## src/rtl/evcmp_pkg.sv

```systemverilog
package evcmp_pkg;
  localparam int DEF_TMR_W = 24;
  localparam int DEF_REG_W = 16;

  function automatic int rsv_width(input int tmr_w, input int reg_w);
    return reg_w - 1 - (tmr_w - reg_w);
  endfunction
endpackage

```

## src/rtl/evcmp_shadow.sv

```systemverilog
module evcmp_shadow
  import evcmp_pkg::*;
#(
  parameter int TMR_W = DEF_TMR_W,
  parameter int REG_W = DEF_REG_W
) (
  input  logic             clk,
  input  logic             rst_n,
  input  logic             wr_hi,
  input  logic             wr_lo,
  input  logic [REG_W-1:0] wdata,
  output logic [REG_W-1:0] rd_hi,
  output logic [REG_W-1:0] rd_lo,
  output logic [TMR_W-1:0] act_val,
  output logic             act_dis
);
  localparam int HI_W  = TMR_W - REG_W;
  localparam int RSV_W = rsv_width(TMR_W, REG_W);

  logic            hold_dis;
  logic [HI_W-1:0] hold_cmp;
  logic [REG_W-1:0] hold_lo;

  always_ff @(posedge clk) begin
    if (!rst_n) begin
      hold_dis <= 1'b0;
      hold_cmp <= '1;
      hold_lo  <= '1;
      act_val  <= '1;
      act_dis  <= 1'b0;
    end else begin
      if (wr_hi) begin
        hold_dis <= wdata[REG_W-1];
        hold_cmp <= wdata[HI_W-1:0];
      end
      if (wr_lo) begin
        hold_lo <= wdata;
        act_val <= {hold_cmp, wdata};
        act_dis <= hold_dis;
      end
    end
  end

  generate
    if (RSV_W > 0) begin : g_rsv
      assign rd_hi = {hold_dis, {RSV_W{1'b0}}, hold_cmp};
    end else begin : g_norsv
      assign rd_hi = {hold_dis, hold_cmp};
    end
  endgenerate
  assign rd_lo = hold_lo;

  AST_HI_ONLY_NO_LOAD: assert property (@(posedge clk) disable iff (!rst_n)
    (wr_hi && !wr_lo) |=> ($stable(act_val) && $stable(act_dis)));

  AST_LO_LOADS_PAIR: assert property (@(posedge clk) disable iff (!rst_n)
    wr_lo |=> (act_val == {$past(hold_cmp), $past(wdata)} && act_dis == $past(hold_dis)));

  AST_NO_LOAD_QUIET: assert property (@(posedge clk) disable iff (!rst_n)
    !wr_lo |=> ($stable(act_val) && $stable(act_dis)));
endmodule

```

## src/rtl/evcmp_match.sv

```systemverilog
module evcmp_match
  import evcmp_pkg::*;
#(
  parameter int TMR_W = DEF_TMR_W
) (
  input  logic             clk,
  input  logic             rst_n,
  input  logic [TMR_W-1:0] timer,
  input  logic [TMR_W-1:0] act_val,
  input  logic             act_dis,
  input  logic             clr,
  output logic             flag_o
);
  logic hit;

  assign hit = !act_dis && (timer == act_val);

  always_ff @(posedge clk) begin
    if (!rst_n)      flag_o <= 1'b0;
    else if (hit)    flag_o <= 1'b1;
    else if (clr)    flag_o <= 1'b0;
  end

  AST_HIT_SETS_FLAG: assert property (@(posedge clk) disable iff (!rst_n)
    hit |=> flag_o);

  AST_NO_SPURIOUS_SET: assert property (@(posedge clk) disable iff (!rst_n)
    (!flag_o && !hit) |=> !flag_o);

  AST_CLEAR_WORKS: assert property (@(posedge clk) disable iff (!rst_n)
    (clr && !hit) |=> !flag_o);

  AST_DISABLED_NO_SET: assert property (@(posedge clk) disable iff (!rst_n)
    (act_dis && !flag_o) |=> !flag_o);
endmodule

```

## src/rtl/evcmp_top.sv

```systemverilog
module evcmp_top
  import evcmp_pkg::*;
#(
  parameter int TMR_W = DEF_TMR_W,
  parameter int REG_W = DEF_REG_W
) (
  input  logic             clk,
  input  logic             rst_n,
  input  logic [TMR_W-1:0] timer_i,
  input  logic             wr_hi_i,
  input  logic             wr_lo_i,
  input  logic [REG_W-1:0] wdata_i,
  input  logic             clr_i,
  output logic [REG_W-1:0] rd_hi_o,
  output logic [REG_W-1:0] rd_lo_o,
  output logic             status_o,
  output logic             irq_o
);
  logic [TMR_W-1:0] act_val;
  logic             act_dis;
  logic             flag;

  evcmp_shadow #(.TMR_W(TMR_W), .REG_W(REG_W)) u_shadow (
    .clk     (clk),
    .rst_n   (rst_n),
    .wr_hi   (wr_hi_i),
    .wr_lo   (wr_lo_i),
    .wdata   (wdata_i),
    .rd_hi   (rd_hi_o),
    .rd_lo   (rd_lo_o),
    .act_val (act_val),
    .act_dis (act_dis)
  );

  evcmp_match #(.TMR_W(TMR_W)) u_match (
    .clk     (clk),
    .rst_n   (rst_n),
    .timer   (timer_i),
    .act_val (act_val),
    .act_dis (act_dis),
    .clr     (clr_i),
    .flag_o  (flag)
  );

  assign status_o = flag & ~act_dis;
  assign irq_o    = status_o;

  AST_DIS_SILENCES: assert property (@(posedge clk) disable iff (!rst_n)
    act_dis |-> (!status_o && !irq_o));

  AST_IRQ_MIRRORS: assert property (@(posedge clk) disable iff (!rst_n)
    irq_o == status_o);
endmodule

```

## config.mk

```make
export PLATFORM = sky130hd
export DESIGN_NAME = evcmp_top
export DESIGN_NICKNAME = d
export VERILOG_FILES = /design/src/rtl/evcmp_pkg.sv /design/src/rtl/evcmp_shadow.sv /design/src/rtl/evcmp_match.sv /design/src/rtl/evcmp_top.sv
export SDC_FILE = /design/constraint.sdc
export NUM_CORES = 1
export LEC_CHECK = 0
export ABC_CLOCK_PERIOD_IN_PS = 1700
export BUFFER_PORTS_ARGS = -buffer_cell sky130_fd_sc_hd__clkbuf_2
export CAP_MARGIN = 20
export CORE_AREA = 2 2 92 67
export DETAILED_ROUTE_END_ITERATION = 16
export DIE_AREA = 0 0 94 69
export GPL_ROUTABILITY_DRIVEN = 1
export PLACE_DENSITY_LB_ADDON = 0.05
export SETUP_SLACK_MARGIN = 0.2
export SLEW_MARGIN = 20
export SYNTH_ARGS = -nofsm -noshare
export SYNTH_HDL_FRONTEND = slang
export SYNTH_SLANG_ARGS = --single-unit
```

## constraint.sdc

```tcl
create_clock -name clk -period 1.7 [get_ports clk]
set_clock_uncertainty 0.2 [all_clocks]
set_input_delay 0.17 -clock clk [delete_from_list [all_inputs] [get_ports clk]]
set_output_delay 0.17 -clock clk [all_outputs]
set_load 0.01 [all_outputs]
```

==> flow_metrics.py, run 1 <==
metrics = {
    "status": {
        "status": "finished clean",
    },
    "routing": {
        "drt_iter0_markers": 47,
        "vias": 1316,
        "via_per_inst": 4.15,
        "detail_route.wl_per_cell_um": 13.1,
        "ant_nets": 0,
        "routed_wl_um": 4150,
        "firstDrtPassIters": 4,
        "drc": 0,
    },
    "floorplan": {
        "io-pin-count": 79,
        "die_area_mm2": 0.00649,
        "core_area_mm2": 0.00561,
        "die_x_um": 94,
        "fp-row-count": 23,
        "fp.dieH_um": 69,
        "initial_core_util": 0.301,
    },
    "layout": {
        "drive_gt1_frac": 0.331,
        "final_cells": 317,
        "syn_to_final_growth_pct": 31.1,
        "antenna_cells": 0,
        "final_common_cell": "clkbuf_2",
        "mostFrequentLayoutCells": "clkbuf_2, dfxtp_1, mux2i_1",
        "fill_cells": 582,
        "fin_nets": 288,
    },
    "critical_path": {
        "worstSetupPathType": "register to register",
        "end_kind": "register",
        "required_ns": 1.71,
        "critPathMaxStageDelay_ns": 0.34,
        "slowest_stage": "dfxtp_1",
        "critical_path.cell_chain": "xor2_1, nor4_2, nand4_1, o21ai_1",
        "cp_max_fo": 3,
        "worstSetupStartpointType": "register",
        "crit_arrival_ns": 1.38,
    },
    "placement": {
        "place_inst": 294,
        "pre_cts_ws_ns": 0.230,
        "dp_hpwl_um": 3030,
        "gp_congestion": 0.660,
        "port_buffers": 71,
    },
    "synth": {
        "avgSynthCellArea_um2": 9.77,
        "netlist_instances": 173,
        "synth_area_leader_cell": "dfxtp_1",
        "synth_top_area_share": 0.415,
        "ys_types": 16,
        "ys_ff_latch": 35,
        "ys.warnings.count": 0,
        "yosysSeqAreaShare": 0.415,
        "synthTopCellsByArea": "dfxtp_1, mux2i_1, xor2_1",
        "syn_area_mm2": 0.00169,
    },
    "clocking": {
        "clk_pin_slew_ns": 0.07,
        "clockBufferDepth": 2,
        "post_cts_buffers": 0,
        "cts_made_buffers": 5,
        "insertion_delay_ns": 0.28,
        "cts_tree": "done",
        "root_buffer": "clkbuf_8",
        "cts_sinks": 35,
        "h-tree-depth": 2,
    },
    "power": {
        "p_leak_nw": 1.05,
        "ir_drop_mv": 0.410,
        "powerDensity_mw_per_mm2": 791,
        "total_power_mw": 1.75,
    },
    "sta": {
        "hold_violations": 0,
        "timing.setup.tns_ns": 0,
        "setup_violations": 0,
        "rsz0062_at_grt": "no",
        "drv_slew": 0,
        "fin_crit_sh": 0.804,
        "max_freq_mhz": 732,
        "layout_min_cycle_time_ns": 1.37,
        "finalWorstSetupSlack_ns": 0.333,
    },
    "grt": {
        "grt_max_degree": 26,
        "grt_usage": 0.130,
        "antenna_found_initial": 0,
        "first_global_vias": 1328,
        "grt_pass1_wl_um": 6410,
        "grt-ovfl-total": 0,
    },
    "job": {
        "maxCapViolCount": 0,
    },
    "worst_hold_path": {
        "worstHoldPathType": "primary input to register",
    },
}
==> sequential cells by signal (all words and copies together), names as in the netlist <==
signal	count
u_shadow.hold_dis	1
u_shadow.act_val	9
u_shadow.hold_cmp	8
u_shadow.rd_lo	15
u_match.flag_o	1
u_shadow.act_dis	1
==> synthesized netlist by cell type, drive strengths merged <==
master / n
o21ai: 1
nor2b: 3
nor3b: 1
buf: 30
xor2: 24
nand2: 32
nand4: 1
nand3b: 1
nor4: 5
conb: 1
nand3: 1
dfxtp: 35
clkbuf: 3
nor3: 1
mux2i: 34
==> kinds of logic (layout without fill, tap and decap cells) <==
logic type,after synthesis,in the layout,synth area share
multiplexers,34,34,0.201
AND/OR/NAND/NOR,45,45,0.119
flip-flops,35,35,0.415
other,1,7,0.00222
XOR/XNOR,24,24,0.124
AO/OA/AOI/OAI,1,1,0.00296
buffers and inverters,33,96,0.135
==> worst max-delay path: cells and delay by family, from the launching register on <==
kind             cells  cell delay, ns
AO/OA/AOI/OAI        1            0.15
XOR/XNOR             1            0.18
flip-flops           1            0.34
AND/OR/NAND/NOR      2            0.44
==> area by class of cell <==
| cell class | instances | area (um^2) | area share |
|---|---|---|---|
| clock buffer | 6 | 72.6 | 0.0327 |
| timing repair buffer | 90 | 553 | 0.250 |
| multi-input combinational | 111 | 796 | 0.359 |
| sequential | 35 | 701 | 0.316 |
| tap | 75 | 93.8 | 0.0423 |
==> where the power goes <==
| part | switching, mW | total [mW] | internal (mW) | leakage [nW] |
|---|---|---|---|---|
| Sequential | 0.0362 | 0.900 | 0.864 | 0.289 |
| Clock | 0.267 | 0.540 | 0.273 | 0.0371 |
| Combinational | 0.150 | 0.312 | 0.162 | 0.723 |
| Total | 0.454 | 1.75 | 1.30 | 1.05 |
==> per-stage QoR <==
stage	area (um^2)	utilization	hold WS, ns
floorplan	1710	-	0.0976
global placement	1960	0.349	0.187
detailed placement	1960	0.349	0.194
CTS	2210	0.394	0.0727
global route	2220	0.395	0.0868
finish	2220	0.395	0.0497
==> final timing paths <==
check / from / end / slack [ns] / cells past startpoint
worst min-delay path: rst_n / u_shadow.hold_cmp[4]$_SDFFE_PN1P_ / 0.05 / 2
worst max-delay path: u_shadow.rd_lo[4]$_SDFFE_PN1P_ / u_match.flag_o$_SDFFE_PN0P_ / 0.33 / 4
worst max register to register: u_shadow.rd_lo[4]$_SDFFE_PN1P_ / u_match.flag_o$_SDFFE_PN0P_ / 0.33 / 4
worst min register to register: u_shadow.act_val[16]$_SDFFE_PN1P_ / u_shadow.act_val[16]$_SDFFE_PN1P_ / 0.29 / 2
==> repair_timing <==
item	4_1_cts	5_1_grt
gates resized for setup	1	1
pin swaps	0	0
hold buffers	17	0
setup endpoints to repair	1	1
hold endpoints to repair	26	0
==> layer usage <==
layer  share of wire  vias up  wire length (um)  global-route usage
met3           0.061        5               254              0.0415
met5               0        -                 0                   0
met1            0.47      589              1950               0.169
met4          0.0096        0                40              0.0435
met2            0.46       47              1910               0.202
li1                -      675                 -                   -
(Power assumes the default switching activity.)
==> run 2: changes to the inputs <==
--- a/config.mk
+++ b/config.mk
@@ -5,7 +5,7 @@
 export SDC_FILE = /design/constraint.sdc
 export NUM_CORES = 1
 export LEC_CHECK = 0
-export ABC_CLOCK_PERIOD_IN_PS = 1700
+export ABC_CLOCK_PERIOD_IN_PS = 1110
 export BUFFER_PORTS_ARGS = -buffer_cell sky130_fd_sc_hd__clkbuf_2
 export CAP_MARGIN = 20
 export CORE_AREA = 2 2 92 67
==> constraint.sdc (replaced) <==
create_clock -name clk -period 1.11 [get_ports clk]
set_clock_uncertainty 0.2 [all_clocks]
set_input_delay 0.111 -clock clk [delete_from_list [all_inputs] [get_ports clk]]
set_output_delay 0.111 -clock clk [all_outputs]
set_load 0.01 [all_outputs]
==> run 2 against run 1 <==
Against the previous run: the run now ends with hold timing, setup timing left; worst hold slack worse by 0.20 ns; routed wire length up 4.5%; clock power up 55%; total power up 65%; sequential share of layout area down 3.8 points; sequential power up 54%; combinational power up 110%; critical endpoint unchanged; largest power group unchanged.
==> flow_metrics.py, run 2 (same netlist as run 1, synthesis figures left out) <==
metrics = {
    "critical_path": {
        "r2r_start": "u_shadow.rd_lo[13]$_SDFFE_PN1P_",
        "crit_start": "u_shadow.rd_lo[13]$_SDFFE_PN1P_",
        "crit_arrival_ns": 1.40,
        "crit_buf_inv": 1,
        "critPathMaxStageDelay_ns": 0.33,
        "critical-path-top-delay-family": "simple AND/OR/NAND/NOR gates",
        "critical_path.cell_chain": "xor2_1, nor4_2, buf_4, nand4_1, o21ai_1",
        "worstSetupPathType": "register to register",
        "required_ns": 1.12,
        "end_kind": "register",
        "cp_max_fo": 2,
        "slowest_stage": "dfxtp_2",
        "worstSetupStartpointType": "register",
    },
    "power": {
        "p_leak_nw": 1.23,
        "ir_drop_mv": 0.496,
        "total_power_mw": 2.89,
        "powerDensity_mw_per_mm2": 1090,
    },
    "routing": {
        "drc": 0,
        "via_per_inst": 4.16,
        "drt_iter0_markers": 27,
        "firstDrtPassIters": 3,
        "ant_nets": 0,
        "routed_wl_um": 4340,
        "vias": 1384,
        "detail_route.wl_per_cell_um": 13.0,
    },
    "grt": {
        "grt_pass1_wl_um": 6580,
        "grt_usage": 0.132,
        "antenna_found_initial": 0,
        "first_global_vias": 1364,
        "grt_max_degree": 36,
        "grt-ovfl-total": 0,
    },
    "clocking": {
        "clk_pin_slew_ns": 0.07,
        "clockBufferDepth": 2,
        "cts_made_buffers": 5,
        "root_buffer": "clkbuf_8",
        "insertion_delay_ns": 0.28,
        "h-tree-depth": 2,
        "cts_tree": "done",
        "cts_sinks": 35,
    },
    "sta": {
        "hold_violations": 26,
        "drv_slew": 0,
        "fin_crit_sh": 1.25,
        "finalWorstSetupSlack_ns": -0.281,
        "fin_hold_ws_ns": -0.152,
        "max_freq_mhz": 719,
        "setup_violations": 19,
        "rsz0062_at_grt": "yes",
        "layout_min_cycle_time_ns": 1.39,
    },
    "placement": {
        "placed_cell_area_mm2": 0.00215,
        "gp_congestion": 0.749,
        "place_inst": 314,
        "dp_hpwl_um": 3150,
        "port_buffers": 71,
    },
    "worst_hold_path": {
        "min_from": "wdata_i[9]",
        "worstHoldPathType": "primary input to register",
    },
    "layout": {
        "final_cells": 333,
        "largest_reg_flops": 15,
        "final_common_cell": "buf_6",
        "fin_nets": 304,
        "mostFrequentLayoutCells": "buf_6, clkbuf_2, mux2i_1",
        "final_area_mm2": 0.00265,
        "antenna_cells": 0,
        "post-route-util": 0.472,
        "syn_to_final_growth_pct": 56.7,
        "drive_gt1_frac": 0.562,
    },
    "floorplan": {
        "fp-row-count": 23,
        "initial_core_util": 0.301,
        "io-pin-count": 79,
        "die_x_um": 94,
        "core_area_mm2": 0.00561,
        "die_area_mm2": 0.00649,
        "fp.dieH_um": 69,
    },
    "status": {
        "violations": "hold timing, setup timing",
        "status": "finished with violations",
    },
    "job": {
        "maxCapViolCount": 0,
    },
}
-- run 2: changes by cell type in the layout (fill, tap and decap cells not counted), sizes merged --
cell         previous run  this run
dlygate4sd3            17         0
clkbuf                 77        54
buf                     2        58
-- run 2: report_power, final --
group	total [mW]	internal, mW	switching (mW)
logic	0.665	0.392	0.273
registers	1.39	1.34	0.0546
clock network	0.837	0.418	0.419
total	2.89	2.15	0.747
-- run 2: per-stage QoR --
| step | TNS, ns | hold slack [ns] | worst slack [ns] |
|---|---|---|---|
| finish | -0.999 | -0.152 | -0.281 |
| global route | -1.72 | -0.151 | -0.347 |
| CTS | -1.32 | -0.158 | -0.263 |
| detailed placement | -0.360 | 0.138 | -0.360 |
| global placement | -0.341 | 0.130 | -0.341 |
| floorplan | -0.0609 | 0.0386 | -0.0609 |
-- run 2: routing by layer --
layer  up-vias  global-route usage  part of all wire  wire, um
met4         0              0.0435            0.0055        24
met1       632               0.170              0.45      1940
met3         2              0.0481             0.073       317
li1        706                   -                 -         -
met5         -                   0                 0         0
met2        44               0.205              0.47      2050
-- run 2: worst paths after layout --
path	to	slack [ns]	cells past startpoint
worst max-delay path	u_match.flag_o$_SDFFE_PN0P_	-0.28	5
worst min-delay path	u_shadow.rd_lo[9]$_SDFFE_PN1P_	-0.15	3
worst max register to register	u_match.flag_o$_SDFFE_PN0P_	-0.28	5
worst min register to register	u_shadow.act_val[20]$_SDFFE_PN1P_	0.28	2
-- run 2: worst reg2reg max path: stages, from the launching register on --
cell,delay (ns)
dfxtp_2,0.33
xor2_1,0.16
nor4_2,0.29
buf_4,0.15
nand4_1,0.07
o21ai_1,0.13
-- run 2: cell type report --
class / instances / area [um^2]
Clock buffer: 6 / 72.6
Fill cell: 570 / 2960
Multi-Input combinational cell: 111 / 823
Sequential cell: 35 / 736
Tap cell: 75 / 93.8
Timing Repair Buffer: 106 / 923
-- run 2: repair_timing --
action,in CTS,in global routing
setup buffers,11,2
setup endpoints to repair,45,62
pin swaps,15,2
gates cloned,0,0
gates resized for setup,55,49
hold endpoints to repair,26,26
